File: src/rtl/pt_pkg.sv
package pt_pkg;

    // Entry bit positions (decoded by the walker and its neighbours)
    localparam int E_PRESENT  = 0;
    localparam int E_WRITE    = 1;
    localparam int E_USER     = 2;
    localparam int E_ACCESSED = 5;
    localparam int E_DIRTY    = 6;
    localparam int E_PAGESIZE = 7;

    localparam int ERR_W = 3;

    localparam logic [31:0] GRANT_MASK = 32'hD0DDD0FF;

    typedef enum logic [3:0] {
        ST_IDLE,
        ST_DIR_RD,
        ST_DIR_ACC,
        ST_TBL_RD,
        ST_TBL_ACC,
        ST_PERM,
        ST_LEAF_DIRTY,
        ST_DONE,
        ST_FAULT
    } walk_state_e;

endpackage

File: src/rtl/pt_addr_gen.sv
module pt_addr_gen #(
    parameter int AW         = 32,
    parameter int PAGE_SHIFT = 12,
    parameter int DIR_SHIFT  = 22
) (
    input  logic [AW-PAGE_SHIFT-1:0] dir_frame,
    input  logic [AW-1:0]            lin,
    input  logic [AW-1:PAGE_SHIFT]   pde_hi,
    input  logic [AW-1:PAGE_SHIFT]   pte_hi,
    output logic [AW-1:0]            pde_addr,
    output logic [AW-1:0]            pte_addr,
    output logic [AW-1:0]            small_pa,
    output logic [AW-1:0]            large_pa
);
    localparam int WORD_BITS = PAGE_SHIFT - (AW - DIR_SHIFT);

    always_comb begin
        pde_addr = {dir_frame, lin[AW-1:DIR_SHIFT], {WORD_BITS{1'b0}}};
        pte_addr = {pde_hi, lin[DIR_SHIFT-1:PAGE_SHIFT], {WORD_BITS{1'b0}}};
        small_pa = {pte_hi, lin[PAGE_SHIFT-1:0]};
        large_pa = {pde_hi[AW-1:DIR_SHIFT], lin[DIR_SHIFT-1:0]};
    end
endmodule

File: src/rtl/pt_perm_check.sv
module pt_perm_check #(
    parameter logic [31:0] MASK    = 32'hD0DDD0FF,
    parameter bit          USE_LUT = 1'b1
) (
    input  logic is_write,
    input  logic is_user,
    input  logic wp,
    input  logic dir_w,
    input  logic dir_u,
    input  logic leaf_w,
    input  logic leaf_u,
    output logic grant
);
    logic eff_w;
    logic eff_u;

    assign eff_w = dir_w & leaf_w;
    assign eff_u = dir_u & leaf_u;

    generate
        if (USE_LUT) begin : g_lut
            logic [4:0] idx;
            assign idx   = {wp, is_user, eff_u, eff_w, is_write};
            assign grant = MASK[idx];
        end else begin : g_logic
            assign grant = is_user ? (eff_u & (~is_write | eff_w))
                                   : (~is_write | ~wp | eff_w);
        end
    endgenerate
endmodule

File: src/rtl/pt_walker.sv
module pt_walker
    import pt_pkg::*;
#(
    parameter int AW         = 32,
    parameter int PAGE_SHIFT = 12,
    parameter int DIR_SHIFT  = 22,
    parameter bit USE_LUT    = 1'b1
) (
    input  logic                     clk,
    input  logic                     rst_n,
    input  logic                     req_valid,
    input  logic [AW-1:0]            req_laddr,
    input  logic                     req_write,
    input  logic                     req_user,
    input  logic [AW-PAGE_SHIFT-1:0] dir_frame,
    input  logic                     wp_en,
    output logic                     mem_req,
    output logic                     mem_we,
    output logic [AW-1:0]            mem_addr,
    output logic [AW-1:0]            mem_wdata,
    input  logic                     mem_ack,
    input  logic [AW-1:0]            mem_rdata,
    output logic                     done,
    output logic                     fault,
    output logic [AW-1:0]            paddr,
    output logic [ERR_W-1:0]         fault_code,
    output logic [AW-1:0]            fault_addr
);
    localparam logic [AW-1:0] ACC_BIT   = {{(AW-1){1'b0}}, 1'b1} << E_ACCESSED;
    localparam logic [AW-1:0] DIRTY_BIT = {{(AW-1){1'b0}}, 1'b1} << E_DIRTY;

    walk_state_e             state;
    logic [AW-1:0]           lin_q;
    logic                    wr_q;
    logic                    usr_q;
    logic                    wp_q;
    logic [AW-PAGE_SHIFT-1:0] frame_q;
    logic [AW-1:0]           pde_q;
    logic [AW-1:0]           pte_q;
    logic                    large_q;
    logic [AW-1:0]           paddr_q;
    logic [ERR_W-1:0]        fcode_q;
    logic [AW-1:0]           faddr_q;

    logic [AW-1:0] pde_addr;
    logic [AW-1:0] pte_addr;
    logic [AW-1:0] small_pa;
    logic [AW-1:0] large_pa;
    logic [AW-1:0] leaf;
    logic          grant;

    assign leaf = large_q ? pde_q : pte_q;

    pt_addr_gen #(
        .AW(AW), .PAGE_SHIFT(PAGE_SHIFT), .DIR_SHIFT(DIR_SHIFT)
    ) u_addr (
        .dir_frame (frame_q),
        .lin       (lin_q),
        .pde_hi    (pde_q[AW-1:PAGE_SHIFT]),
        .pte_hi    (pte_q[AW-1:PAGE_SHIFT]),
        .pde_addr  (pde_addr),
        .pte_addr  (pte_addr),
        .small_pa  (small_pa),
        .large_pa  (large_pa)
    );

    pt_perm_check #(
        .MASK(GRANT_MASK), .USE_LUT(USE_LUT)
    ) u_perm (
        .is_write (wr_q),
        .is_user  (usr_q),
        .wp       (wp_q),
        .dir_w    (pde_q[E_WRITE]),
        .dir_u    (pde_q[E_USER]),
        .leaf_w   (leaf[E_WRITE]),
        .leaf_u   (leaf[E_USER]),
        .grant    (grant)
    );

    // State register and walk data
    always_ff @(posedge clk) begin
        if (!rst_n) begin
            state   <= ST_IDLE;
            lin_q   <= '0;
            wr_q    <= 1'b0;
            usr_q   <= 1'b0;
            wp_q    <= 1'b0;
            frame_q <= '0;
            pde_q   <= '0;
            pte_q   <= '0;
            large_q <= 1'b0;
            paddr_q <= '0;
            fcode_q <= '0;
            faddr_q <= '0;
        end else begin
            unique case (state)
                ST_IDLE: begin
                    if (req_valid) begin
                        lin_q   <= req_laddr;
                        wr_q    <= req_write;
                        usr_q   <= req_user;
                        wp_q    <= wp_en;
                        frame_q <= dir_frame;
                        large_q <= 1'b0;
                        state   <= ST_DIR_RD;
                    end
                end
                ST_DIR_RD: begin
                    if (mem_ack) begin
                        pde_q <= mem_rdata | ACC_BIT;
                        if (!mem_rdata[E_PRESENT]) begin
                            fcode_q <= {usr_q, wr_q, 1'b0};
                            faddr_q <= lin_q;
                            state   <= ST_FAULT;
                        end else if (!mem_rdata[E_ACCESSED]) begin
                            state <= ST_DIR_ACC;
                        end else if (mem_rdata[E_PAGESIZE]) begin
                            large_q <= 1'b1;
                            state   <= ST_PERM;
                        end else begin
                            state <= ST_TBL_RD;
                        end
                    end
                end
                ST_DIR_ACC: begin
                    if (mem_ack) begin
                        if (pde_q[E_PAGESIZE]) begin
                            large_q <= 1'b1;
                            state   <= ST_PERM;
                        end else begin
                            state <= ST_TBL_RD;
                        end
                    end
                end
                ST_TBL_RD: begin
                    if (mem_ack) begin
                        pte_q <= mem_rdata | ACC_BIT;
                        if (!mem_rdata[E_PRESENT]) begin
                            fcode_q <= {usr_q, wr_q, 1'b0};
                            faddr_q <= lin_q;
                            state   <= ST_FAULT;
                        end else if (!mem_rdata[E_ACCESSED]) begin
                            state <= ST_TBL_ACC;
                        end else begin
                            state <= ST_PERM;
                        end
                    end
                end
                ST_TBL_ACC: begin
                    if (mem_ack) begin
                        state <= ST_PERM;
                    end
                end
                ST_PERM: begin
                    if (!grant) begin
                        fcode_q <= {usr_q, wr_q, 1'b1};
                        faddr_q <= lin_q;
                        state   <= ST_FAULT;
                    end else begin
                        paddr_q <= large_q ? large_pa : small_pa;
                        if (wr_q && !leaf[E_DIRTY]) begin
                            if (large_q) pde_q <= pde_q | DIRTY_BIT;
                            else         pte_q <= pte_q | DIRTY_BIT;
                            state <= ST_LEAF_DIRTY;
                        end else begin
                            state <= ST_DONE;
                        end
                    end
                end
                ST_LEAF_DIRTY: begin
                    if (mem_ack) begin
                        state <= ST_DONE;
                    end
                end
                ST_DONE:  state <= ST_IDLE;
                ST_FAULT: state <= ST_IDLE;
                default:  state <= ST_IDLE;
            endcase
        end
    end

    // Outputs decoded from state
    always_comb begin
        mem_req   = 1'b0;
        mem_we    = 1'b0;
        mem_addr  = '0;
        mem_wdata = '0;
        done      = 1'b0;
        fault     = 1'b0;
        unique case (state)
            ST_DIR_RD: begin
                mem_req  = 1'b1;
                mem_addr = pde_addr;
            end
            ST_DIR_ACC: begin
                mem_req   = 1'b1;
                mem_we    = 1'b1;
                mem_addr  = pde_addr;
                mem_wdata = pde_q;
            end
            ST_TBL_RD: begin
                mem_req  = 1'b1;
                mem_addr = pte_addr;
            end
            ST_TBL_ACC: begin
                mem_req   = 1'b1;
                mem_we    = 1'b1;
                mem_addr  = pte_addr;
                mem_wdata = pte_q;
            end
            ST_LEAF_DIRTY: begin
                mem_req   = 1'b1;
                mem_we    = 1'b1;
                mem_addr  = large_q ? pde_addr : pte_addr;
                mem_wdata = leaf;
            end
            ST_DONE:  done  = 1'b1;
            ST_FAULT: fault = 1'b1;
            default: begin
                mem_req = 1'b0;
            end
        endcase
    end

    assign paddr      = paddr_q;
    assign fault_code = fcode_q;
    assign fault_addr = faddr_q;

    AST_REQ_HELD: assert property (@(posedge clk) disable iff (!rst_n)
        (mem_req && !mem_ack) |=> (mem_req && $stable(mem_addr) && $stable(mem_we)));

    AST_WB_ACCESSED: assert property (@(posedge clk) disable iff (!rst_n)
        (mem_req && mem_we) |-> (mem_wdata[E_ACCESSED] && mem_wdata[E_PRESENT]));

    AST_SINGLE_PULSE: assert property (@(posedge clk) disable iff (!rst_n)
        (done || fault) |=> (!done && !fault));

    AST_PAGE_OFFSET: assert property (@(posedge clk) disable iff (!rst_n)
        done |-> (paddr[PAGE_SHIFT-1:0] == lin_q[PAGE_SHIFT-1:0]));

    AST_FAULT_ADDR: assert property (@(posedge clk) disable iff (!rst_n)
        fault |-> (fault_addr == lin_q));

    AST_DIRTY_ONLY_WRITE: assert property (@(posedge clk) disable iff (!rst_n)
        (state == ST_LEAF_DIRTY) |-> (wr_q && mem_wdata[E_DIRTY]));
endmodule

File: config.mk
export PLATFORM = sky130hd
export DESIGN_NAME = pt_walker
export DESIGN_NICKNAME = d
export VERILOG_FILES = /design/src/rtl/pt_pkg.sv /design/src/rtl/pt_addr_gen.sv /design/src/rtl/pt_perm_check.sv /design/src/rtl/pt_walker.sv
export SDC_FILE = /design/constraint.sdc
export NUM_CORES = 1
export LEC_CHECK = 0
export BUFFER_PORTS_ARGS = -buffer_cell sky130_fd_sc_hd__buf_2
export CELL_PAD_IN_SITES_DETAIL_PLACEMENT = 1
export CELL_PAD_IN_SITES_GLOBAL_PLACEMENT = 2
export CORE_MARGIN = 1.5
export CORE_UTILIZATION = 33
export DETAILED_ROUTE_END_ITERATION = 12
export GPL_ROUTABILITY_DRIVEN = 0
export PLACE_DENSITY = 0.86
export SLEW_MARGIN = 10
export SYNTH_ARGS = -nofsm -noshare
export SYNTH_HDL_FRONTEND = slang
export SYNTH_SLANG_ARGS = --single-unit
File: constraint.sdc
create_clock -name clk -period 4 [get_ports clk]
set_input_delay 0.4 -clock clk [delete_from_list [all_inputs] [get_ports clk]]
set_output_delay 0.4 -clock clk [all_outputs]
set_load 0.01 [all_outputs]
Yosys cells after proc, flatten, opt, wreduce, memory -nomap -nowiden. Memories as Yosys holds them, arrays and structs flattened. Cells that the tools add are included.

Flip-flop bits (word level): 191. Bits in latches: 0. Bits in writable memories: 0. Memory bits (read-only): 32. Bits of input ports: 91. Output and inout port bits: 135. Logic and storage cells: 115. Memories: 1.

Add/subtract/negate cells: 0. Multipliers: 0. Divide/modulo/power cells: 0. Magnitude comparators: 1. Eq/ne operators: 25. Shift-type cells: 0. Muxes and demuxes: 50. Bitwise operators: 3. Reduce and logical (&&, ||, !) cells: 21.

Memories: (no name shown) (depth 32, bits a word 1, read ports 1, clocked after memory_dff 0, write ports 0, line pt_perm_check.sv:24) `assign grant = MASK[idx];`.

Operators with widths (number): $mux 32 (7); $pmux 32 s2 (3); $pmux 32 s3 (2); $mux 7 (6); $mux 4 (9); $ne 2x2->1 const B (16); $pmux 4 s7 (1); $mux 3 (6); $eq 4x3->1 const B (4); $mux 1 (14); $reduce_and 5->1 (2); $eq 4x2->1 const B (2); $reduce_and 8->1 (1); $lt 5x6->1 const B (1); $pmux 3 s2 (1); $reduce_and 3->1 (2); $reduce_and 6->1 (1); $reduce_bool 2->1 (3); $reduce_or 2->1 (3); $reduce_or 5->1 (1); $eq 4x1->1 const B (1); $eq 4x4->1 const B (1); $logic_not 4->1 (1); $reduce_and 2->1 (2); other kinds (9) (10).

Logic depth before layout (Yosys ltp). Gate-level depths: netlist of the first run.

Depth after elaboration: 6. Mapped depth: 8.

Cells and area by module. A second synthesis of the first run with hierarchy kept.

Cell total of the unflattened synthesis: 1104. Area total of the unflattened synthesis: 9669.3 um^2.

Modules (own cells, without submodules): pt_walker (times used 1, cells each 971, area each 8682.1 um^2); pt_addr_gen (times used 1, cells each 129, area each 964.7 um^2); pt_perm_check (times used 1, cells each 4, area each 22.5 um^2).

Least setup slack after synthesis of the first run. Ideal clock, no wire load.

Path kind: reg-to-output. From: reg state[3]. To: out mem_wdata[10]. Arrival: 1496 ps. Data required time: 3600 ps. Slack: 2104 ps. Cell stages (with the launch flop): 7. Buffers on the path: 3. Cell sequence: dfxtp_1 -> buf_2 -> nor2_1 -> and3_1 -> clkbuf_1 -> clkbuf_1 -> a22o_1.

Longest elaborated chain between the ends: 2. Elaborated cells on any way between the ends: 4. Those cells by class: 3 x eq/ne; 1 x mux.

Ends and longest elaborated chain: start, declared (line pt_walker.sv:32) `walk_state_e state;`; start signal, assigned (line pt_walker.sv:83) `state <= ST_IDLE;`; start signal, assigned (line pt_walker.sv:105) `state <= ST_DIR_RD;`; start signal, assigned (line pt_walker.sv:114) `state <= ST_FAULT;`; $eq 4x3->1 / $eq 4x2->1 (equally long branches) (line pt_walker.sv:190) `unique case (state)`; $pmux 32 s3 * (line pt_walker.sv:190); end, declared (line pt_walker.sv:20) `output logic [AW-1:0] mem_wdata,`.

Mark *: on every way between the ends. The rest lies on a longest branch, timed or not.

Worst setup path in the final report of the first run.
From: reg state[0]. To: out mem_addr[30].

Longest elaborated chain between the ends: 3. Elaborated cells on any way between the ends: 8. Those cells by class: 5 x eq/ne; 1 x mux; 2 x reduce/logical.

Ends and longest elaborated chain: $eq 4x2->1 (tied with other cells) (line pt_walker.sv:190); $reduce_or 2->1 (no source line); $pmux 32 s3 * (line pt_walker.sv:190); end, declared (line pt_walker.sv:19) `output logic [AW-1:0] mem_addr,`.

Marked as above.

==> results of run 1 <==
==> worst paths after layout <==
path                                                  start                          end  slack [ps]  cells after the start
worst max-delay path                  state[0]$_SDFFE_PN0P_                 mem_addr[30]         700                      6
worst min-delay path                           req_laddr[5]        lin_q[5]$_SDFFE_PN0P_         190                      3
worst max register to register        state[0]$_SDFFE_PN0P_  fault_addr[14]$_SDFFE_PN0P_        1280                      5
worst min register to register  fault_addr[15]$_SDFFE_PN0P_  fault_addr[15]$_SDFFE_PN0P_         460                      2
==> report_power, final <==
part | internal [mW] | leakage, nW | total, mW | switching [mW]
clock network | 0.881 | 0.284 | 1.70 | 0.817
logic | 0.178 | 2.58 | 0.465 | 0.287
registers | 1.97 | 1.55 | 2.06 | 0.0828
total | 3.03 | 4.42 | 4.22 | 1.19
==> cell families (layout without fill, tap and decap cells) <==
group | count (synthesis) | count (layout)
and+or+nand+nor | 378 | 378
AOI/OAI and AO/OA | 239 | 239
DFF | 191 | 191
buffers and inverters | 91 | 276
muxes | 67 | 67
other | 1 | 5
xor gates and xnor gates | 1 | 1
==> per-layer routing <==
layer	global-route usage [%]	vias to the layer above	part of all wire [%]
met5	0	-	0
met1	26.3	3716	44
met3	4.76	22	5.0
met4	5.92	0	1.4
li1	-	3648	-
met2	36.7	170	49
==> worst max-delay path, delay by kind of cell (launching register included) <==
| family | cells | cell delay, ps |
|---|---|---|
| buf+inv | 3 | 720 |
| flops | 1 | 860 |
| compound gates | 2 | 410 |
| simple gates | 1 | 460 |
==> metrics by stage <==
step	instance area, um2	hold WS [ps]	worst slack, ps	std cells
3_3_place_gp	9710	438	1260	1452
6_report	10300	193	702	1487
3_5_place_dp	9710	445	1170	1452
5_1_grt	10300	186	516	1487
4_1_cts	10300	175	689	1484
2_1_floorplan	8400	431	2100	969
==> state kept, by name (all words and copies together) (netlist names) <==
| name | cells |
|---|---|
| paddr | 32 |
| pde_q | 32 |
| large_q | 1 |
| lin_q | 32 |
| usr_q | 1 |
| pte_q | 32 |
| fault_addr | 32 |
| wp_q | 1 |
| state | 4 |
| wr_q | 1 |
| fault_code | 3 |
| frame_q | 20 |
==> cell usage in the layout, fill, tap and decap left out, types with 7 or more instances in the layout <==
| cell type | netlist | final |
|---|---|---|
| o21ai_0 | 10 | 10 |
| buf_2 | 21 | 222 |
| a21boi_1 | 49 | 49 |
| a21boi_0 | 67 | 67 |
| dfxtp_1 | 191 | 191 |
| nor2b_1 | 14 | 14 |
| a21oi_1 | 8 | 7 |
| o211a_1 | 22 | 22 |
| mux2i_1 | 67 | 67 |
| clkbuf_16 | 0 | 17 |
| a22o_1 | 62 | 62 |
| nand2_1 | 328 | 328 |
| buf_4 | 9 | 16 |
==> cell type report <==
type,instances,area [um2]
fillers,3062,14800
multi-input cells,687,4210
flip-flops and latches,191,3820
repair buffers,239,1240
clock buffers,17,425
well taps,330,413
clock inverters,15,154
inverters,5,18.8
diodes,3,7.51
==> summary.txt, run 1 <==
# Post-CTS Setup Buffers: 0
Starting Density: 33.4%
number of synthesized register bits: 191
hold_buf cts: 0
vias in the first global route: 7,510
WL final: 28.0 mm
total global routing track utilization: 21.2%
Clock Latency Late Sink: 430 ps
clock-pin slew on the worst setup and hold paths: 80 ps
die width: 163 um
Num Clock Sinks: 191
leakage: 4.42 nW
Crit Path Class: flip-flop to primary output
post-synthesis simple-gate area fraction: 18.4%
Vias: 7,556
VDD IR-drop max: 219 uV
die span in y: 163 um
sequential share of the synthesized area: 45.5%
Synth top area share: 45.5%
global route overflow: 0
Synth top cells by count: nand2_1 (328), dfxtp_1 (191), a21boi_0 (67), mux2i_1 (67), a22o_1 (62)
maxcap violations: 0
most frequent cell after synthesis: nand2_1
Cell Chain, Critical Path: inv_2, or3_1, a21oi_4, buf_4, a22o_1, buf_2
Post-synth EDFFs: 0
Critical Path Max Stage Delay: 860 ps
synthesis warning total: 0
final setup vio count: 0
CTS tree: done
Mapped Cells: 968
Async S/R FF share, synth: 0%
TritonRoute pass-1 iters: 4
Worst Tran Pin Value: 977 ps
Final Power: 4.22 mW
main combinational cell family by area after synthesis: compound AO/OA/AOI/OAI gates
first-pass GRT wire length: 43.2 mm
status: finished, final reports clean
synthesis-to-finish area growth: 22.6%
largest net degree at the start of global routing: 139
Synth Area in Compound Gates: 22.8%
ys flop type: dfxtp_1
worst hold path type: primary input to flip-flop
Clock Tree Root: clkbuf_16
pwr dens: 410 nW/um2
CTS max path bufs: 2
H-tree levels: 4
RSZ-0062 raised after global routing: false
period utilisation layout: 82.4%
crit path DAT: 2900 ps
xor-xnor portion of the synthesized cell area: 0.104%
adder-cell share of the synthesized area: 0%
final period demand of the worst path: 3300 ps
Critical Path Start Type: flip-flop
Final Max Slew Viols: 0
post_cts resized: 0
critical path's slowest cell: dfxtp_1
DIE AREA: 26,400 um2
synthesized cell area: 8400 um2
Post-DP HPWL: 19.4 mm
CTS Buf Count: 17
proportion of synthesized area in mux cells: 7.99%
drt wl/cell: 18.8 um
Post-Syn Area per Cell: 8.67 um2
Worst EP required: 3600 ps
crit-path max FO: 27
core box area: 25,100 um2
Slew HR: 34.9%
most area-consuming cells after synthesis: dfxtp_1 (46%), nand2_1 (15%), mux2i_1 (8.0%)
input/output buffers: 223
Iter 0 DRT Violations: 472
layout cell share with drive strength beyond 1: 24.5%
Worst Skew: 12.0 ps
I/O Pins: 226
Nets: 1,232
cell taking the most area after synthesis: dfxtp_1
setup TNS: 0 ps
post-layout util: 41.0%
post-synthesis cell type count: 44
final hold violation count: 0
antenna-violating nets left: 0
FP Rows: 58
CP Capture Type: primary output
initial antenna violation count: 3
final routed DRC violation total: 0
drt via density: 5.08
Max Clk Rate: 303 MHz
Note: power is estimated with default switching activity, not from simulation.
==> run 2: changes to the inputs <==
--- a/config.mk
+++ b/config.mk
@@ -9,10 +9,10 @@
 export CELL_PAD_IN_SITES_DETAIL_PLACEMENT = 1
 export CELL_PAD_IN_SITES_GLOBAL_PLACEMENT = 2
 export CORE_MARGIN = 1.5
-export CORE_UTILIZATION = 33
+export CORE_UTILIZATION = 31
 export DETAILED_ROUTE_END_ITERATION = 12
 export GPL_ROUTABILITY_DRIVEN = 0
-export PLACE_DENSITY = 0.86
+export PLACE_DENSITY = 0.81
 export SLEW_MARGIN = 10
 export SYNTH_ARGS = -nofsm -noshare
 export SYNTH_HDL_FRONTEND = slang
==> constraint.sdc (replaced) <==
create_clock -name clk -period 3.3 [get_ports clk]
set_input_delay 0.33 -clock clk [delete_from_list [all_inputs] [get_ports clk]]
set_output_delay 0.33 -clock clk [all_outputs]
set_load 0.01 [all_outputs]
==> summary.txt, run 2 (synthesis results as in run 1) <==
part of the power in the clock network: 40.5% (+0.2 points)
post_cts resized: 0 (unchanged)
leakage: 4.46 nW (+1.0%)
Vias: 7,563 (+0.093%)
pwr dens: 496 nW/um2 (+21%)
drt wl/cell: 19.1 um (+1.3%)
# Post-CTS Setup Buffers: 0 (unchanged)
Crit Path Class: flip-flop to primary output
Switching Share: 28.4% (+0.31 points)
core box area: 26,800 um2 (+6.7%)
setup TNS: 0 ps (unchanged)
most frequent cells in the layout: nand2_1 (328), buf_2 (222), dfxtp_1 (191)
layout cell share with drive strength beyond 1: 24.7% (+0.20 points)
area of the multi-input gates: 4210 um2 (unchanged)
CTS tree: done
FP Rows: 60 (+3.4%)
Internal Power: 3.70 mW (+22%)
Post-Place Cells: 1,467 (+1.0%)
CTS max path bufs: 2 (unchanged)
status: finished, final reports clean
Worst Skew: 13.6 ps (+1.61 ps)
antenna-violating nets left: 0 (unchanged)
CP Capture Type: primary output
final hold violation count: 0 (unchanged)
hold_buf cts: 0 (unchanged)
Min Hold Slack: 130 ps (-62.9 ps)
Clock Tree Root: clkbuf_16
maxcap violations: 0 (unchanged)
Nets: 1,236 (+0.32%)
final setup vio count: 0 (unchanged)
clock-pin slew on the worst setup and hold paths: 80 ps (about the same)
Clock Latency Late Sink: 430 ps (about the same)
total global routing track utilization: 20.6% (-0.59 points)
first-pass GRT wire length: 45.0 mm (+4.1%)
input/output buffers: 223 (unchanged)
Critical Path Start Type: flip-flop
crit-path max FO: 30 (+11%)
drt via density: 5.05 (-0.71%)
crit path DAT: 2770 ps (-130 ps)
Starting Density: 31.3% (-2.1 points)
Final Max Slew Viols: 0 (unchanged)
CTS Buf Count: 17 (unchanged)
Iter 0 DRT Violations: 314 (-33%)
vias in the first global route: 7,720 (+2.8%)
WL final: 28.6 mm (+2.1%)
Num Clock Sinks: 191 (unchanged)
power share of the combinational group: 11.5% (+0.5 points)
Post-DP HPWL: 19.8 mm (+2.3%)
die width: 168 um (+3.1%)
TritonRoute pass-1 iters: 4 (unchanged)
Worst EP required: 2970 ps (-630 ps)
initial antenna violation count: 1 (-2)
RSZ-0062 raised after global routing: false
FF/Latch Area: 3820 um2 (unchanged)
P_sw: 1.47 mW (+24%)
DIE AREA: 28,100 um2 (+6.3%)
Finished Layout Cells: 1,499 (+0.81%)
die span in y: 168 um (+3.1%)
Worst Tran Pin Value: 964 ps (-13.2 ps)
final routed DRC violation total: 0 (unchanged)
largest net degree at the start of global routing: 113 (-19%)
worst hold path type: primary input to flip-flop
final period demand of the worst path: 3100 ps
number of fill cells: 3,174 (+3.7%)
H-tree levels: 4 (unchanged)
register share of total power: 48.1% (-0.6 points)
I/O Pins: 226 (unchanged)
Area after DPL: 9840 um2 (+1.4%)
period utilisation layout: 94.0%
Slew HR: 35.6% (+0.73 points)
Final Instance Area: 10,400 um2 (+1.2%)
Max Clk Rate: 322 MHz
VDD IR-drop max: 242 uV (+11%)
global route overflow: 0 (unchanged)
synthesis-to-finish area growth: 24.1%
most common cell after layout, fill and taps aside: nand2_1
[run 2: cell count changes in the layout (fill, tap and decap cells not counted), moves of 2 or more]
cell / before / now
buf_12: 0 / 7
clkinv_4: 4 / 1
buf_4: 16 / 13
diode_2: 3 / 1
clkinvlp_4: 1 / 3
inv_6: 5 / 3
inv_8: 1 / 4
[run 2: area by class of cell]
cell class	instances	share of cell area [%]
Timing Repair Buffer	243	13.1
Antenna cell	1	0.0240
Clock inverter	14	1.48
Clock buffer	17	4.08
Inverter	5	0.180
Multi-Input combinational cell	687	40.4
Tap cell	341	4.09
Sequential cell	191	36.7
[run 2: worst paths after layout]
check	start	to	slack [ps]	cells after the start
worst max-delay path	state[1]$_SDFFE_PN0P_	mem_addr[11]	200	5
worst min-delay path	dir_frame[11]	frame_q[11]$_SDFFE_PN0P_	130	3
worst max register to register	state[2]$_SDFFE_PN0P_	lin_q[23]$_SDFFE_PN0P_	910	5
worst min register to register	fault_code[2]$_SDFFE_PN0P_	fault_code[2]$_SDFFE_PN0P_	450	2
[run 2: per-layer routing]
| metal | track usage (%) | share of wire (%) | wire length, um |
|---|---|---|---|
| met5 | 0 | 0 | 0 |
| met4 | 5.56 | 1.2 | 353 |
| met3 | 4.42 | 5.1 | 1460 |
| met1 | 25.7 | 44 | 12600 |
| met2 | 35.8 | 50 | 14200 |
[run 2: stage by stage]
step	setup slack (ps)	utilization (%)	total power, mW
after floorplan	1470	-	2.88
after global placement	713	36.7	3.13
after detailed placement	661	36.7	3.14
after CTS	163	38.9	5.25
after global routing	34.3	38.9	5.42
final	197	38.9	5.16
[run 2: critical path: stages (launching register included)]
cell and delay (ps):
dfxtp_1 710, nand2_1 190, o22a_1 270, nor2_4 740
a22o_1 290, buf_2 140
[run 2: power by group through the flow]
stage / sequential (mW) / combinational [mW] / clock (mW)
floorplan: 2.50 / 0.382 / 0
global placement: 2.54 / 0.592 / 0
detailed placement: 2.54 / 0.603 / 0
CTS: 2.48 / 0.605 / 2.16
global route: 2.50 / 0.659 / 2.26
finish: 2.48 / 0.592 / 2.09
==> run 3: changes to the inputs <==
--- a/config.mk
+++ b/config.mk
@@ -8,6 +8,7 @@
 export BUFFER_PORTS_ARGS = -buffer_cell sky130_fd_sc_hd__buf_2
 export CELL_PAD_IN_SITES_DETAIL_PLACEMENT = 1
 export CELL_PAD_IN_SITES_GLOBAL_PLACEMENT = 2
+export CORE_ASPECT_RATIO = 0.75
 export CORE_MARGIN = 1.5
 export CORE_UTILIZATION = 31
 export DETAILED_ROUTE_END_ITERATION = 12
==> summary.txt, run 3 (synthesis results as in run 1) <==
CTS max path bufs: 2 (unchanged)
clock-pin slew on the worst setup and hold paths: 80 ps (about the same)
VDD IR-drop max: 351 uV (+45%)
hold_buf cts: 0 (unchanged)
number of fill cells: 3,141 (-1.0%)
Switching Share: 28.2% (-0.26 points)
crit path DAT: 2570 ps (-200 ps)
Post-Place Cells: 1,469 (+0.14%)
vias in the first global route: 7,674 (-0.60%)
Final Power: 5.16 mW (about the same)
Nets: 1,235 (-0.081%)
Iter 0 DRT Violations: 335 (+6.7%)
DIE AREA: 28,100 um2 (about the same)
worst hold path type: primary input to flip-flop
antenna-violating nets left: 0 (unchanged)
TritonRoute pass-1 iters: 4 (unchanged)
crit-path max FO: 18 (-40%)
most common cell after layout, fill and taps aside: nand2_1
first-pass GRT wire length: 44.9 mm (-0.20%)
H-tree levels: 4 (unchanged)
Clock Tree Root: clkbuf_16
Clock Latency Late Sink: 440 ps (about the same)
core box area: 26,300 um2 (-1.9%)
period utilisation layout: 88.0% (-6.1 points)
final setup vio count: 0 (unchanged)
Reg2Reg Launch Point: state[0]$_SDFFE_PN0P_
CTS tree: done
die width: 193 um (+15%)
setup TNS: 0 ps (unchanged)
Crit Path Class: flip-flop to primary output
Post-DP HPWL: 19.8 mm (+0.18%)
CTS Buf Count: 17 (unchanged)
global route overflow: 0 (unchanged)
# Post-CTS Setup Buffers: 0 (unchanged)
post_cts resized: 0 (unchanged)
Critical Path Start Type: flip-flop
pwr dens: 497 nW/um2 (+0.25%)
register share of total power: 48.1% (about the same)
final routed DRC violation total: 0 (unchanged)
Starting Density: 31.9% (+0.61 points)
Worst EP required: 2970 ps (about the same)
critical hold path startpoint: dir_frame[10]
I/O Pins: 226 (unchanged)
most frequent cells in the layout: nand2_1 (328), buf_2 (222), dfxtp_1 (190)
Slew HR: 49.6% (+14 points)
largest net degree at the start of global routing: 111 (-1.8%)
Internal Power: 3.71 mW (+0.32%)
Num Clock Sinks: 191 (unchanged)
P_sw: 1.46 mW (-0.94%)
power share of the combinational group: 11.4% (about the same)
Max Clk Rate: 345 MHz (+6.9%)
drt wl/cell: 19.2 um (+0.52%)
status: finished, final reports clean
CP Capture Type: primary output
drt via density: 4.96 (-1.7%)
FP Rows: 51 (-15%)
final period demand of the worst path: 2900 ps (-200 ps)
Final Max Slew Viols: 0 (unchanged)
Min Hold Slack: 120 ps (-9.89 ps)
total global routing track utilization: 20.7% (+0.12 points)
part of the power in the clock network: 40.5% (about the same)
die span in y: 146 um (-13%)
Critical path origin: state[0]$_SDFFE_PN0P_
Worst Skew: 11.5 ps (-2.14 ps)
synthesis-to-finish area growth: 23.8%
initial antenna violation count: 4 (+3)
Finished Layout Cells: 1,502 (+0.20%)
layout cell share with drive strength beyond 1: 24.8% (+0.086 points)
maxcap violations: 0 (unchanged)
leakage: 4.45 nW (-0.15%)
Vias: 7,451 (-1.5%)
Worst Tran Pin Value: 756 ps (-208 ps)
final hold violation count: 0 (unchanged)
input/output buffers: 223 (unchanged)
WL final: 28.8 mm (+0.72%)
RSZ-0062 raised after global routing: false
## run 3: cell count changes in the layout (fill, tap and decap cells not counted), sizes merged
| cell | before | now |
|---|---|---|
| buf | 243 | 242 |
| clkbuf | 17 | 18 |
| clkinv | 3 | 7 |
| clkinvlp | 3 | 0 |
| inv | 12 | 11 |
## run 3: through the flow
step	util (%)	area (um2)	setup slack, ps
floorplan	-	8400	1470
global placement	37.3	9800	863
detailed placement	37.3	9800	851
CTS	39.5	10400	377
global route	39.5	10400	262
finish	39.5	10400	397
## run 3: path summary, 6_finish.rpt
| kind | to | slack, ps | depth (start not counted) |
|---|---|---|---|
| max reg2reg | state[3]$_SDFFE_PN0P_ | 800 | 6 |
| min | frame_q[10]$_SDFFE_PN0P_ | 120 | 3 |
| max | mem_addr[23] | 400 | 6 |
| min reg2reg | pde_q[0]$_SDFFE_PN0P_ | 450 | 2 |
## run 3: worst max-delay path, cell delays in order (launching register included)
cell and delay [ps]:
dfxtp_1 550, inv_2 160, or3_1 450, a21oi_4 440
buf_12 230, a22o_1 160, buf_2 130
## run 3: power by group through the flow
| stage | Clock (mW) | Combinational, mW | Sequential (mW) |
|---|---|---|---|
| floorplan | 0 | 0.382 | 2.50 |
| global placement | 0 | 0.584 | 2.54 |
| detailed placement | 0 | 0.593 | 2.54 |
| CTS | 2.15 | 0.596 | 2.48 |
| global route | 2.25 | 0.656 | 2.50 |
| finish | 2.09 | 0.587 | 2.48 |
## run 3: cell type report
cell class	instances	area, um2	share of cell area, %
antenna	1	2.50	0.0241
multi-input combinational	687	4210	40.5
clock inverter	14	150	1.44
clock buffer	18	439	4.23
sequential	191	3820	36.8
inverter	5	18.8	0.181
timing repair buffer	242	1320	12.7
tap	344	430	4.14
## run 3: per-layer routing
| layer | global-route usage, % | wire [um] |
|---|---|---|
| met1 | 27.9 | 13700 |
| met2 | 32.2 | 12900 |
| met3 | 6.58 | 1860 |
| met4 | 4.54 | 363 |
| met5 | 0 | 32 |
